**config.mk**
```make
export PLATFORM = sky130hd
export DESIGN_NAME = cmd_done_tracker
export DESIGN_NICKNAME = d
export VERILOG_FILES = /design/src/rtl/cmd_done_tracker.sv
export SDC_FILE = /design/constraint.sdc
export NUM_CORES = 1
export LEC_CHECK = 0
export BUFFER_PORTS_ARGS = -buffer_cell sky130_fd_sc_hd__buf_2
export CORE_MARGIN = 4
export CORE_UTILIZATION = 49
export CTS_CLUSTER_DIAMETER = 150
export DETAILED_ROUTE_END_ITERATION = 12
export PLACE_DENSITY = 0.9
export SLEW_MARGIN = 5
export SYNTH_ARGS = -nofsm -noshare
export SYNTH_HDL_FRONTEND = slang
export SYNTH_SLANG_ARGS = --single-unit
```
**constraint.sdc**
```tcl
create_clock -name clk -period 3.5 [get_ports clk]
set_clock_uncertainty 0.15 [all_clocks]
set_input_delay 0.7 -clock clk [delete_from_list [all_inputs] [get_ports clk]]
set_output_delay 0.7 -clock clk [all_outputs]
set_load 0.02 [all_outputs]
```
**src/rtl/cmd_done_tracker.sv**
```systemverilog
module cmd_done_tracker #(
  parameter int EV_W = 16
) (
  input  logic            clk,
  input  logic            rst_n,
  input  logic            issue,
  input  logic            need_busy,
  input  logic            has_data,
  input  logic            multi_blk,
  input  logic            is_write,
  input  logic            stream_mode,
  input  logic            use_dma,
  input  logic [EV_W-1:0] evt_in,
  output logic            active,
  output logic            busy_rej,
  output logic            done_ok,
  output logic            done_err,
  output logic            err_timeout,
  output logic [EV_W-1:0] irq_mask,
  output logic [EV_W-1:0] evt_clr
);

  localparam int B_RSP     = 0;
  localparam int B_PRG     = 1;
  localparam int B_XFR     = 2;
  localparam int B_ASTOP   = 3;
  localparam int B_DMA     = 4;
  localparam int B_TXQ     = 5;
  localparam int B_RXQ     = 6;
  localparam int B_CRC_RSP = 8;
  localparam int B_CRC_RD  = 9;
  localparam int B_CRC_WR  = 10;
  localparam int B_TO_RSP  = 11;
  localparam int B_TO_RD   = 12;

  localparam logic [EV_W-1:0] ONE     = {{(EV_W-1){1'b0}}, 1'b1};
  localparam logic [EV_W-1:0] TO_SET  = (ONE << B_TO_RSP) | (ONE << B_TO_RD);
  localparam logic [EV_W-1:0] ERR_SET = TO_SET | (ONE << B_CRC_RSP)
                                      | (ONE << B_CRC_RD) | (ONE << B_CRC_WR);

  logic [EV_W-1:0] wait_q, seen_q, wait_new;

  always_comb begin
    wait_new = ONE << B_RSP;
    if (need_busy) wait_new = wait_new | (ONE << B_PRG);
    if (has_data) begin
      if (multi_blk)    wait_new = wait_new | (ONE << B_ASTOP);
      if (is_write)     wait_new = wait_new | (ONE << B_PRG);
      if (!stream_mode) wait_new = wait_new | (ONE << B_XFR);
      if (use_dma)      wait_new = wait_new | (ONE << B_DMA);
      else if (is_write) wait_new = wait_new | (ONE << B_TXQ);
      else              wait_new = wait_new | (ONE << B_RXQ);
    end
  end

  wire hit_err  = |(seen_q & ERR_SET);
  wire all_seen = ((seen_q & wait_q) == wait_q);
  wire accept   = issue & ~active;

  assign done_err    = active & hit_err;
  assign done_ok     = active & all_seen & ~hit_err;
  assign err_timeout = done_err & (|(seen_q & TO_SET));
  assign irq_mask    = ~(ERR_SET | wait_q);

  always_ff @(posedge clk) begin
    if (!rst_n) begin
      active   <= 1'b0;
      wait_q   <= '0;
      seen_q   <= '0;
      busy_rej <= 1'b0;
      evt_clr  <= '0;
    end else begin
      busy_rej <= issue & active;
      evt_clr  <= evt_in;
      if (accept) begin
        active <= 1'b1;
        wait_q <= wait_new;
        seen_q <= evt_in;
      end else if (done_ok | done_err) begin
        active <= 1'b0;
        wait_q <= '0;
        seen_q <= '0;
      end else if (active) begin
        seen_q <= seen_q | evt_in;
      end
    end
  end

endmodule

```
# == Word-level counts from Yosys, hierarchy flattened ==
# Index checks and enable logic that the tools add are counted.
# totals
ff_bits,50
input_bits,25
elab_cells,36
# classes
n_eq_ne,1
mux,14
bitwise,12
n_reduce_logical,4
# op_table
cell,n
$mux W16,6
$and A16 B16 Y16,1
$eq A16 B16 Y1,1
$not A16 Y16,1
$or A16 B16 Y16,1
$mux W7,2
$and A1 B1 Y1,6
$reduce_or A5 Y1,1
$mux W2,2
$mux W4,1
$mux W3,1
$reduce_bool A3 Y1,1
$mux W1,2
$not A1 Y1,2
$reduce_bool A2 Y1,1
$reduce_or A2 Y1,1
$or A1 B1 Y1,1

# == Depth between registers and ports, before layout ==
# logic_depth
ltp_word,8
ltp_mapped,6
depth_no_buf,4

# == Least setup slack after synthesis ==
# Ideal clock, no wire load.
# synth_timing
kind,register to output
from,register wait_q[0]
to,output done_ok
arrival_time_ns,1.407
slack_ns,1.243
path_stages_with_launch,5
cell_sequence,dfxtp_1 buf_4 nand2_1 a2111oi_4 and3_2
# synth_between
elab_chain_len,4
# synth_lines
item,line_no,text
"start, declared",41,"logic [EV_W-1:0] wait_q, seen_q, wait_new;"
"start signal, assigned",77,wait_q <= wait_new;
$and A16 B16 Y16,57,wire all_seen = ((seen_q & wait_q) == wait_q);
$eq A16 B16 Y1 (*),57,
$and A1 B1 Y1 (*) (2 in a row),61,assign done_ok = active & all_seen & ~hit_err;
"end, declared",16,"output logic done_ok,"
# Every way passes the cells marked *; elsewhere a longest branch is shown, timed or not.

# == Worst setup path in the final report ==
# Same ends and word-level chain as after synthesis.

==> reports/qor_table.md <==
| Parameter | This run | Unit |
| --- | --- | --- |
| Run status | finished clean | - |
| Top cell family by delay on the critical path | flip-flops | - |
| Adder-cell share of the synthesized area | 0 | % |
| Cts hold-fix bufs | 0 | - |
| Number of distinct library cells after synthesis | 31 | - |
| Diode insertion count for antenna repair | 0 | - |
| Post-CTS setup-driven buffer insertion count | 0 | - |
| WL per Instance | 13.3 | µm |
| Setup_tns | 0 | ns |
| Clk Latency, worst-skew pair | 0.33 | ns |
| Pin count of the biggest net entering global routing | 27 | - |
| Commonest cells in the synthesized netlist | sky130_fd_sc_hd__dfxtp_1 (36), sky130_fd_sc_hd__and2_1 (16), sky130_fd_sc_hd__buf_4 (10), sky130_fd_sc_hd__inv_1 (9), sky130_fd_sc_hd__nor2_1 (8) | - |
| Synthesized area per cell | 10.6 | µm² |
| Number of remaining DRC errors | 0 | - |
| Setup slack after layout | 0.763 | ns |
| Y dimension of the die | 61.5 | µm |
| Wire length after detailed routing | 2860 | µm |
| Root cell of the clock tree | sky130_fd_sc_hd__clkbuf_4 | - |
| Area enclosed by the die boundary | 0.00379 | mm² |
| Xor/xnor share of the synthesized area | 0 | % |
| Final core utilization | 60.8 | % |
| Stages on the worst setup path | 4 | - |
| Cells taking the most area after synthesis | sky130_fd_sc_hd__dfxtp_1 (51%), sky130_fd_sc_hd__and2_1 (7.1%), sky130_fd_sc_hd__buf_4 (5.3%), sky130_fd_sc_hd__a22o_2 (3.6%), sky130_fd_sc_hd__a22o_1 (3.1%) | - |
| Required @ worst endpoint | 2.65 | ns |
| Share of the synthesized area in the top cell type | 51.3 | % |
| Leakage power total | 0.000791 | µW |
| Kind of launch point of the worst setup path | flip-flop | - |
| Number of synthesized register bits | 36 | - |
| Post-detailed-route via-to-cell ratio | 5.04 | - |
| Vias after detailed routing | 1,089 | - |
| Critical path start-end classification | reg2out | - |
| H-tree lvl count | 2 | - |
| Most frequent cell after synthesis | sky130_fd_sc_hd__dfxtp_1 | - |
| # clock sinks | 36 | - |
| Floorplan row count | 19 | - |
| Worst Path Max Fanout | 10 | - |
| Buffers on Ports | 52 | - |
| Number of buffer and inverter instances along the worst setup path | 1 | - |
| Synth async-reset ratio | 0 | % |
| Placed Instances | 209 | - |
| Mux cell area share after synthesis | 2.14 | % |
| Final instance count without filler cells | 216 | - |
| Die X | 61.5 | µm |
| Fin. Hold Viols | 0 | - |
| DP Worst Slack | 1.13 | ns |
| Count of mapped cells out of synthesis | 133 | - |
| Dominant cell type by area after synthesis | sky130_fd_sc_hd__dfxtp_1 | - |
| Cell area after synthesis | 0.00140 | mm² |
| Number of instances on the worst hold path | 1 | - |
| Detailed-routing iteration count for the pre-antenna-repair pass | 4 | - |
| Routed Antenna Nets | 0 | - |
| R2r worst-path depth | 4 | - |
| Ordered list of cells on the worst path | nand2_1 > a2111oi_4 > and3_2 > buf_2 | - |
| Sequential area share after synthesis | 51.3 | % |
| Number of buffers on the longest clock path | 2 | - |
| Final worst path period share | 78.2 | % |
| Detailed router's first-iteration violation count | 18 | - |
| Number of buffers created by CTS | 5 | - |
| Worst Path Arrival | 1.89 | ns |
| CTS tree | done | - |
| Count of instances resized after the clock tree is built | 0 | - |
| Max-slew violation count | 0 | - |
| Remaining Overflow, GRT | 0 | - |
| Fin nets | 210 | - |
| Areal power density over the cells | 470 | mW/mm² |
| EDFF count, synth | 0 | - |
| Complex-gate fraction of the synthesized area | 19.0 | % |
| Top FF cell, synth | sky130_fd_sc_hd__dfxtp_1 | - |
| Clock Pin Slew Worst Setup and Hold Paths | 0.10 | ns |
| Area Growth Syn to Fin | 19.5 | % |
| Initial standard-cell utilization of the core | 50.9 | % |
| Number of max-cap violations | 0 | - |
| Wire length of the first global-routing pass | 4260 | µm |
| Antenna violations before repair | 0 | - |
| Post-route minimum period | 2.74 | ns |
| Weighted congestion at the end of routability-driven global placement | 0.766 | - |
| I/O Pins | 62 | - |
| Area of the core | 0.00276 | mm² |
| Vias in the first global route | 986 | - |
| Maximum operating frequency | 0.365 | GHz |
| Slowest stage cell on the critical path | sky130_fd_sc_hd__dfxtp_1 | - |
| Combinational family with the most area after synthesis | compound AO/OA/AOI/OAI gates | - |
| Total of endpoints with negative setup slack in the final report | 0 | - |
| Area fraction in and, or, nand and nor cells after synthesis | 17.6 | % |
| Worst rel slew slack | 62.6 | % |
| Share of cells above drive strength 1 | 37.8 | % |
| Detailed Place HPWL | 2160 | µm |
| GRT Overall Usage | 15.9 | % |
| Maximum VDD drop | 443 | µV |
| Class of the tightest hold or removal check | reg2reg | - |
| Syn. warnings | 0 | - |
| Unrepaired setup endpoints after global routing | no | - |
| Worst stage delay on the critical path | 0.51 | ns |
| Least-Margin Pin Slew | 0.559 | ns |
| Final hold slack | 0.323 | ns |
| Category of the worst setup path capture point | primary output | - |
-- per-stage QoR --
step	instance area, µm²	total power, µW
2_1_floorplan	1430	564
3_3_place_gp	1630	595
3_5_place_dp	1630	600
4_1_cts	1680	795
5_1_grt	1680	832
6_report	1680	788
-- registers in the layout, summed over array words and instances, names as in the netlist --
name,cells
busy_rej,1
seen_q,12
wait_q,7
evt_clr,16
-- cell type report --
cell class | instances | area (µm²)
clock buffer | 6 | 41.3
clock inverter | 1 | 5.00
fill | 235 | 1080
inverter | 9 | 33.8
multi-input combinational | 81 | 578
sequential | 36 | 721
tap | 31 | 38.8
timing repair buffer | 52 | 260
-- metal layers --
metal / wire (µm) / GRT usage, %
met3: 300 / 8.18
met2: 1370 / 25.3
met1: 1150 / 17.8
met5: 0 / 0
met4: 46 / 6.97
-- report_power, final --
group	switching (µW)	leakage, µW	internal, µW
logic	84.5	0.000466	53.7
registers	16.1	0.000297	436
clock network	125	0.0000281	73.9
total	225	0.000791	563
-- cell families (layout without fill, tap and decap cells) --
kind of cell,after synthesis,after routing
AO/OA/AOI/OAI,29,29
buffers and inverters,23,68
flip-flops,36,36
multiplexers,3,3
other,2,9
AND/OR/NAND/NOR,40,40
-- placed cells by master (no fill, tap or decap), types with 2 or more instances in the layout --
cell type,Yosys,final
sky130_fd_sc_hd__buf_2,0,52
sky130_fd_sc_hd__dfxtp_1,36,36
sky130_fd_sc_hd__and2_1,16,16
sky130_fd_sc_hd__inv_1,9,9
sky130_fd_sc_hd__conb_1,2,9
sky130_fd_sc_hd__nor2_1,8,8
sky130_fd_sc_hd__a21oi_1,6,6
sky130_fd_sc_hd__a22o_1,5,5
sky130_fd_sc_hd__a22o_2,5,5
sky130_fd_sc_hd__clkbuf_4,0,5
sky130_fd_sc_hd__nand3_1,4,4
sky130_fd_sc_hd__mux2i_1,3,3
sky130_fd_sc_hd__o21a_1,3,3
sky130_fd_sc_hd__nor2b_1,2,2
sky130_fd_sc_hd__nand2_1,2,2
sky130_fd_sc_hd__a32o_1,2,2
sky130_fd_sc_hd__and3_1,2,2
sky130_fd_sc_hd__o2bb2ai_1,2,2
-- final timing paths --
| check | startpoint | to | slack, ns |
|---|---|---|---|
| worst max-delay path | wait_q[0] | done_ok | 0.76 |
| worst min-delay path | wait_q[6] | wait_q[6] | 0.32 |
| worst max register to register | wait_q[0] | seen_q[3] | 1.48 |
| worst min register to register | wait_q[6] | wait_q[6] | 0.32 |
No activity file was read; power rests on OpenSTA's default activity.
